**config.mk**
```make
export PLATFORM = sky130hd
export DESIGN_NAME = cal_alarm_match
export DESIGN_NICKNAME = d
export VERILOG_FILES = /design/src/rtl/cal_alarm_pkg.sv /design/src/rtl/cal_alarm_stage.sv /design/src/rtl/cal_alarm_cmp.sv /design/src/rtl/cal_alarm_irq.sv /design/src/rtl/cal_alarm_match.sv
export SDC_FILE = /design/constraint.sdc
export NUM_CORES = 1
export LEC_CHECK = 0
export BUFFER_PORTS_ARGS = -buffer_cell sky130_fd_sc_hd__buf_2
export CAP_MARGIN = 20
export CORE_MARGIN = 3
export CORE_UTILIZATION = 56
export DETAILED_ROUTE_END_ITERATION = 10
export PLACE_DENSITY = 0.79
export SLEW_MARGIN = 20
export SYNTH_ARGS = -nofsm -noshare
export SYNTH_HDL_FRONTEND = slang
export SYNTH_SLANG_ARGS = --single-unit
```
**constraint.sdc**
```tcl
create_clock -name clk -period 3.4 [get_ports clk]
set_input_delay 0.51 -clock clk [delete_from_list [all_inputs] [get_ports clk]]
set_output_delay 0.51 -clock clk [all_outputs]
set_load 0.05 [all_outputs]
```
**src/rtl/cal_alarm_pkg.sv**
```systemverilog
package cal_alarm_pkg;

  localparam int NUM_FIELDS = 7;
  localparam int REG_W      = 16;
  localparam int ADDR_W     = 4;
  localparam int FLAG_BIT   = 15;

  // BCD width of each field, seconds first
  function automatic int field_w(input int idx);
    case (idx)
      0:       return 7;
      1:       return 7;
      2:       return 6;
      3:       return 3;
      4:       return 6;
      5:       return 5;
      default: return 8;
    endcase
  endfunction

  function automatic int field_lsb(input int idx);
    int acc;
    acc = 0;
    for (int k = 0; k < idx; k++) acc += field_w(k);
    return acc;
  endfunction

  localparam int CAL_W = field_lsb(NUM_FIELDS);

  localparam logic [ADDR_W-1:0] ADR_COMMIT = 4'd7;
  localparam logic [ADDR_W-1:0] ADR_IEN    = 4'd8;
  localparam logic [ADDR_W-1:0] ADR_ISTS   = 4'd9;

endpackage

```
**src/rtl/cal_alarm_stage.sv**
```systemverilog
module cal_alarm_stage
  import cal_alarm_pkg::*;
(
  input  logic                  clk,
  input  logic                  rst_n,
  input  logic                  wr_en_i,
  input  logic [ADDR_W-1:0]     wr_addr_i,
  input  logic [REG_W-1:0]      wr_data_i,
  output logic [CAL_W-1:0]      act_val_o,
  output logic [NUM_FIELDS-1:0] act_en_o
);

  logic commit;
  logic unused_hi_bits;

  assign commit         = wr_en_i && (wr_addr_i == ADR_COMMIT) && wr_data_i[FLAG_BIT];
  assign unused_hi_bits = ^wr_data_i[FLAG_BIT-1:8];

  for (genvar g = 0; g < NUM_FIELDS; g++) begin : g_field
    localparam int W = field_w(g);
    localparam int L = field_lsb(g);
    localparam logic [ADDR_W-1:0] MY_ADR = ADDR_W'(g);

    logic [W-1:0] stg_val_q, stg_val_d, act_val_q, act_val_d;
    logic         stg_flg_q, stg_flg_d, act_flg_q, act_flg_d;
    logic         stg_ld, act_ld;

    always_comb begin
      stg_ld    = wr_en_i && (wr_addr_i == MY_ADR);
      stg_val_d = wr_data_i[W-1:0];
      stg_flg_d = wr_data_i[FLAG_BIT];
      act_ld    = commit;
      act_val_d = stg_val_q;
      act_flg_d = stg_flg_q;
    end

    always_ff @(posedge clk or negedge rst_n) begin
      if (!rst_n) begin
        stg_val_q <= '0;
        stg_flg_q <= 1'b0;
      end else if (stg_ld) begin
        stg_val_q <= stg_val_d;
        stg_flg_q <= stg_flg_d;
      end
    end

    always_ff @(posedge clk or negedge rst_n) begin
      if (!rst_n) begin
        act_val_q <= '0;
        act_flg_q <= 1'b0;
      end else if (act_ld) begin
        act_val_q <= act_val_d;
        act_flg_q <= act_flg_d;
      end
    end

    assign act_val_o[L +: W] = act_val_q;
    assign act_en_o[g]       = act_flg_q;
  end

endmodule

```
**src/rtl/cal_alarm_cmp.sv**
```systemverilog
module cal_alarm_cmp
  import cal_alarm_pkg::*;
(
  input  logic                  tick_i,
  input  logic [CAL_W-1:0]      cal_i,
  input  logic [CAL_W-1:0]      act_val_i,
  input  logic [NUM_FIELDS-1:0] act_en_i,
  output logic                  match_o
);

  logic [NUM_FIELDS-1:0] field_ok;

  for (genvar g = 0; g < NUM_FIELDS; g++) begin : g_eq
    localparam int W = field_w(g);
    localparam int L = field_lsb(g);
    assign field_ok[g] = !act_en_i[g] || (cal_i[L +: W] == act_val_i[L +: W]);
  end

  assign match_o = tick_i && (|act_en_i) && (&field_ok);

endmodule

```
**src/rtl/cal_alarm_irq.sv**
```systemverilog
module cal_alarm_irq
  import cal_alarm_pkg::*;
(
  input  logic              clk,
  input  logic              rst_n,
  input  logic              wr_en_i,
  input  logic [ADDR_W-1:0] wr_addr_i,
  input  logic              wr_bit0_i,
  input  logic              match_i,
  output logic              sts_o,
  output logic              ien_o,
  output logic              irq_o
);

  logic sts_q, sts_d, sts_ld;
  logic ien_q, ien_d, ien_ld;
  logic clr_req;

  always_comb begin
    clr_req = wr_en_i && (wr_addr_i == ADR_ISTS) && wr_bit0_i;
    sts_ld  = match_i || clr_req;
    sts_d   = match_i;
    ien_ld  = wr_en_i && (wr_addr_i == ADR_IEN);
    ien_d   = wr_bit0_i;
  end

  always_ff @(posedge clk or negedge rst_n) begin
    if (!rst_n)      sts_q <= 1'b0;
    else if (sts_ld) sts_q <= sts_d;
  end

  always_ff @(posedge clk or negedge rst_n) begin
    if (!rst_n)      ien_q <= 1'b0;
    else if (ien_ld) ien_q <= ien_d;
  end

  assign sts_o = sts_q;
  assign ien_o = ien_q;
  assign irq_o = sts_q && ien_q;

endmodule

```
**src/rtl/cal_alarm_match.sv**
```systemverilog
module cal_alarm_match
  import cal_alarm_pkg::*;
(
  input  logic             clk,
  input  logic             rst_n,
  input  logic             tick_i,
  input  logic [CAL_W-1:0] cal_i,
  input  logic             wr_en_i,
  input  logic [ADDR_W-1:0] wr_addr_i,
  input  logic [REG_W-1:0] wr_data_i,
  output logic             alarm_sts_o,
  output logic             alarm_irq_o
);

  logic                  rst_meta_q, rst_sync_n;
  logic [CAL_W-1:0]      act_val_w;
  logic [NUM_FIELDS-1:0] act_en_w;
  logic                  match_w;
  logic                  ien_w;

  always_ff @(posedge clk or negedge rst_n) begin
    if (!rst_n) begin
      rst_meta_q <= 1'b0;
      rst_sync_n <= 1'b0;
    end else begin
      rst_meta_q <= 1'b1;
      rst_sync_n <= rst_meta_q;
    end
  end

  cal_alarm_stage u_stage (
    .clk       (clk),
    .rst_n     (rst_sync_n),
    .wr_en_i   (wr_en_i),
    .wr_addr_i (wr_addr_i),
    .wr_data_i (wr_data_i),
    .act_val_o (act_val_w),
    .act_en_o  (act_en_w)
  );

  cal_alarm_cmp u_cmp (
    .tick_i    (tick_i),
    .cal_i     (cal_i),
    .act_val_i (act_val_w),
    .act_en_i  (act_en_w),
    .match_o   (match_w)
  );

  cal_alarm_irq u_irq (
    .clk       (clk),
    .rst_n     (rst_sync_n),
    .wr_en_i   (wr_en_i),
    .wr_addr_i (wr_addr_i),
    .wr_bit0_i (wr_data_i[0]),
    .match_i   (match_w),
    .sts_o     (alarm_sts_o),
    .ien_o     (ien_w),
    .irq_o     (alarm_irq_o)
  );

endmodule

```
Word level (Yosys, flattened, before mapping)
Cells that the tools add are included.

storage, ports and cells
  memories kept = 0
  latch bits = 0
  input port bits = 66
  output and inout bits = 2
  bits in registers = 102
  bits in read-only memories = 0
  RAM bits = 0

operators by class
  divide/modulo/power cells = 0
  bitwise logic cells = 0
  add/subtract/negate cells = 0
  multiply operators = 0
  magnitude comparators = 0
  multiplexer cells = 0
  reductions and logical operators = 33
  eq/ne operators = 16
  shifts and indexed selects = 0

operators with widths
  kind                                                                   number
  4-bit by 3-bit equality test with 1-bit output, second input constant  4
  1-bit logical AND                                                      15
  7-bit equality test                                                    2
  6-bit equality test                                                    2
  4-bit by 2-bit equality test with 1-bit output, second input constant  2
  4-bit equality test, second input constant                             2
  8-bit equality test                                                    1
  1-bit logical OR                                                       8
  1-bit zero test                                                        7
  7-bit AND reduction                                                    1
  7-bit OR reduction                                                     1
  5-bit equality test                                                    1
  4-bit by 1-bit equality test with 1-bit output, second input constant  1
  4-bit zero test                                                        1
  3-bit equality test                                                    1

Logic depth before layout (Yosys ltp)
  word-level depth = 5
  mapped depth = 6
  mapped depth without buffers = 5

Modules after synthesis
A second synthesis with hierarchy kept.

second synthesis, totals
  cell total of the unflattened synthesis = 297
  area, all modules = 4511.8 µm²

modules (own cells, without submodules)
  module           cells each  times used  sequential area each (µm²)  area each (µm²)
  cal_alarm_stage  224         1           2452.4                      3853.7
  cal_alarm_cmp    62          1           0.0                         501.7
  cal_alarm_irq    8           1           50.0                        102.6
  cal_alarm_match  3           1           50.0                        53.8

Worst setup path after synthesis
OpenSTA, ideal clock, no wires.

  kind = input-to-reg
  start = input port wr_addr_i[0]
  end = register u_stage.g_field[0].act_val_q[0]
  path buffers = 2
  data arrival time = 1.510 ns
  stages = 6
  setup slack = 1.766 ns
  library setup time = 0.125 ns
  data required time = 3.275 ns
  path through = nor2b_2 nand2_1 nor2_2 buf_4 buf_6 mux2_2

on the way
  longest elaborated chain between the ends = 3

ends and longest elaborated chain
  item                                            RTL line               RTL
  start, declared                                 cal_alarm_match.sv:9   input logic [ADDR_W-1:0] wr_addr_i,
  4-bit by 3-bit equality test with 1-bit output  cal_alarm_stage.sv:16  assign commit = wr_en_i && (wr_addr_i == ADR_COMMIT) && wr_data_i[FLAG_BIT];
  1-bit logical AND (2 in series)                 cal_alarm_stage.sv:16
  end signal, assigned                            cal_alarm_stage.sv:52  act_val_q <= act_val_d;
  end, declared                                   cal_alarm_stage.sv:24  logic [W-1:0] stg_val_q, stg_val_d, act_val_q, act_val_d;

Every way passes these cells.
A chain may end at the register's enable or synchronous reset.

Worst setup path in the final report
  start = register u_stage.g_field[0].act_val_q[3]
  end = register u_irq.sts_q, in the netlist u_irq.sts_o

on the way
  longest elaborated chain between the ends = 5

ends and longest elaborated chain
  item                   RTL line             RTL
  7-bit equality test *  cal_alarm_cmp.sv:16  assign field_ok[g] = !act_en_i[g] || (cal_i[L +: W] == act_val_i[L +: W]);
  1-bit logical OR *     cal_alarm_cmp.sv:16
  7-bit AND reduction *  cal_alarm_cmp.sv:19  assign match_o = tick_i && (|act_en_i) && (&field_ok);
  1-bit logical AND *    cal_alarm_cmp.sv:19
  1-bit logical OR       cal_alarm_irq.sv:21  sts_ld = match_i || clr_req;
  end signal, assigned   cal_alarm_irq.sv:29  else if (sts_ld) sts_q <= sts_d;
  end, declared          cal_alarm_irq.sv:15  logic sts_q, sts_d, sts_ld;

Every way passes the cells marked *; elsewhere a longest branch is shown, timed or not.

==> results.json <==
{
  "p_leak_nw": 2.31,
  "rows": 31,
  "syn_nets": 358,
  "clockBufferDepth": 2,
  "port_buffers": 60,
  "intPower_mw": 2.26,
  "num_io_pins": 68,
  "antenna_left": 0,
  "hold_viol_final": 0,
  "grt_pass1_vias": 2437,
  "vias": 2494,
  "fillers": 546,
  "postPlaceCellArea_sq_mm": 0.00474,
  "rsz0062_at_grt": "no",
  "cp-startpoint": "u_stage.g_field[0].act_val_q[3]",
  "insertion_delay_ns": 0.35,
  "cts_sinks": 102,
  "yosys-top-cells-area": "dfrtp_1 59%, mux2_2 26%, xnor2_1 6.1%, xor2_1 2.4%, nand4_1 1.2%",
  "switching_power_uw": 737,
  "rr_startpoint": "u_stage.g_field[0].act_val_q[3]",
  "p_seq_share_pct": 54.1,
  "design_area_sq_mm": 0.00498,
  "postSynthAreaPerCell_sq_um": 14.8,
  "synth-edff-count": 0,
  "synthFlopType": "dfrtp_1",
  "synth_commonest_cells": "102 x dfrtp_1, 99 x mux2_2, 30 x xnor2_1",
  "powerDensity_mw_per_mm2": 601,
  "peakVddDrop_mv": 0.292,
  "root_buffer": "clkbuf_8",
  "netlist_instances": 292,
  "numCtsBuffers": 9,
  "grt_pass1_wl_um": 12400,
  "comb_power_share_pct": 16.8,
  "core-area_sq_mm": 0.00737,
  "status": "complete, no violations",
  "clkPwrFrac_pct": 29.2,
  "antenna_found_initial": 1,
  "drtPass1Iterations": 5,
  "post_cts_buffers": 0,
  "r2r_cells": 5,
  "syn_area_sq_mm": 0.00431,
  "cp.required_ns": 3.67,
  "drive_above_1_share_pct": 49.6,
  "yosys_warnings": 0,
  "place_congestion": 0.815,
  "endpoint": "u_irq.sts_o",
  "drc_errors": 0,
  "viasPerCell": 5.35,
  "critPathMaxFanout": 2,
  "die-area_sq_mm": 0.00879,
  "min_period_ns": 1.71,
  "final_max_slew_viol_count": 0,
  "synthArstFlopShare_pct": 100,
  "diodes": 0,
  "grt.overflow.total": 0,
  "die_h_um": 93.7,
  "fin_tns_setup_ns": 0,
  "cts_tree": "yes",
  "relSlewSlack_pct": 59.9,
  "critPathArrivalTime_ns": 1.98,
  "path_class": "reg -> reg",
  "synth_area_leader_cell": "dfrtp_1",
  "rrSetupSlack_ns": 1.69,
  "fin_total_pwr_mw": 2.99,
  "switching_share_pct": 24.6,
  "preCtsSetupSlack_ns": 1.50,
  "max_freq_ghz": 0.586,
  "fin_hold_ws_ns": 0.350,
  "reg2reg_to": "u_irq.sts_o",
  "ys_ff_latch": 102,
  "setup_slack_ns": 1.69,
  "cts.repair.resized": 0,
  "grt_usage_pct": 19.1,
  "max_cap_violations": 0,
  "htree_levels": 3,
  "drt_iter0_drc": 155,
  "syn_to_final_growth_pct": 15.6,
  "endpoint_kind": "register",
  "synth_most_common_cell": "dfrtp_1",
  "grt_max_degree": 48,
  "die_x_um": 93.7,
  "worstMarginPinSlew_ns": 0.594,
  "synth.top_cell.area_share_pct": 59.2,
  "wirelength_um": 7910,
  "yosysSeqAreaShare_pct": 59.2,
  "ys_types": 26,
  "clock_skew_ns": 0.0109,
  "hold_path.class": "reg -> async",
  "hpwl_um": 5580,
  "wire_per_inst_um": 17.0,
  "startpoint_type": "register",
  "path_clk_slew_ns": 0.09,
  "nNetsFinal": 428,
  "fin_crit_sh_pct": 50.2,
  "setup_viol": 0,
  "initial_core_util_pct": 58.5
}
==> sequential cells by signal (all words and copies together), names as in the netlist <==
name and cells:
u_stage.g_field.act_val_q 42, u_stage.g_field.act_flg_d 7, u_irq.sts_o 1, u_irq.ien_o 1
rst_meta_q 1, u_stage.g_field.act_flg_q 7, rst_sync_n 1, u_stage.g_field.act_val_d 42
==> through the flow <==
step           cells  utilization, %
2_1_floorplan    292               -
3_3_place_gp     449            64.3
3_5_place_dp     449            64.3
4_1_cts          466            67.6
5_1_grt          466            67.6
6_report         466            67.6
==> power groups by stage <==
| stage | clock network [mW] | registers [mW] | logic (mW) |
|---|---|---|---|
| after floorplan | 0 | 1.62 | 0.369 |
| after global placement | 0 | 1.63 | 0.486 |
| after detailed placement | 0 | 1.64 | 0.506 |
| after CTS | 0.895 | 1.62 | 0.511 |
| after global routing | 0.945 | 1.65 | 0.553 |
| final | 0.873 | 1.62 | 0.502 |
==> how the worst min path moves through the flow <==
| stage | from | to | slack, ns | depth (start not counted) |
|---|---|---|---|---|
| 2_1_floorplan | rst_n | rst_meta_q | 0.21 | 0 |
| 3_3_place_gp | rst_n | rst_meta_q | 0.30 | 1 |
| 3_5_place_dp | rst_n | rst_meta_q | 0.30 | 1 |
| 4_1_cts | rst_meta_q | rst_sync_n | 0.37 | 0 |
| 5_1_grt | wr_data_i[7] | u_stage.g_field[6].act_val_d[7] | 0.38 | 2 |
| 6_report | rst_sync_n | u_stage.g_field[4].act_val_q[3] | 0.35 | 0 |
==> critical path, cell delays in order, from the launching register on <==
cell and delay [ns]:
dfrtp_1 0.41, xnor2_1 0.16, nand4_1 0.14, o41ai_1 0.52, nand4_1 0.23, o21ai_1 0.17
==> what timing repair did <==
item | CTS | global route
hold buffers | 1 | 0
setup endpoints to repair | 0 | 0
endpoints found under the hold margin | 2 | 0
==> cell usage in the layout, fill, tap and decap left out <==
| cell | instances |
|---|---|
| or2_1 | 1 |
| and2_0 | 1 |
| nor2_1 | 5 |
| xor2_1 | 12 |
| nor2_2 | 1 |
| xnor2_1 | 30 |
| dfrtp_1 | 101 |
| clkbuf_1 | 1 |
| o41ai_1 | 2 |
| o21ai_0 | 2 |
| nand2_1 | 8 |
| and2_1 | 1 |
| clkbuf_8 | 9 |
| conb_1 | 1 |
| buf_2 | 60 |
| bufinv_16 | 3 |
| a21oi_1 | 1 |
| nand2b_1 | 1 |
| mux2_2 | 99 |
| nand4_1 | 8 |
| nand3_1 | 3 |
| dlygate4sd3_1 | 1 |
| dfrtp_4 | 1 |
| nor4_1 | 1 |
| or4_1 | 1 |
| clkinv_2 | 1 |
| o31ai_1 | 3 |
| clkinvlp_4 | 2 |
| buf_4 | 4 |
| nor2b_2 | 1 |
| o21ai_1 | 1 |
| nor2_4 | 1 |
==> logic make-up (layout without fill, tap and decap cells) <==
family / after synthesis / after routing / synth area share [%]
buffers and inverters: 6 / 81 / 0.871
AOI/OAI and AO/OA: 9 / 9 / 1.39
xor gates and xnor gates: 42 / 42 / 8.53
DFF: 102 / 102 / 59.2
other: 1 / 1 / 0.0870
muxes: 99 / 99 / 25.9
and+or+nand+nor: 33 / 33 / 4.04
==> cell type report <==
class	count	area (sq um)	share of cell area, %
Sequential cell	102	2560	51.3
Multi-Input combinational cell	184	1730	34.6
Timing Repair Buffer	65	340	6.83
Clock buffer	10	128	2.56
Tap cell	99	124	2.49
Clock inverter	6	110	2.21
==> metal layers <==
layer,up-vias,track usage [%],part of all wire (%)
met5,-,0,0.23
met2,64,28.2,46
met1,1248,28.2,48
li1,1170,-,-
met3,10,4.41,5.1
met4,2,6.14,1.0
(Power assumes the default switching activity.)
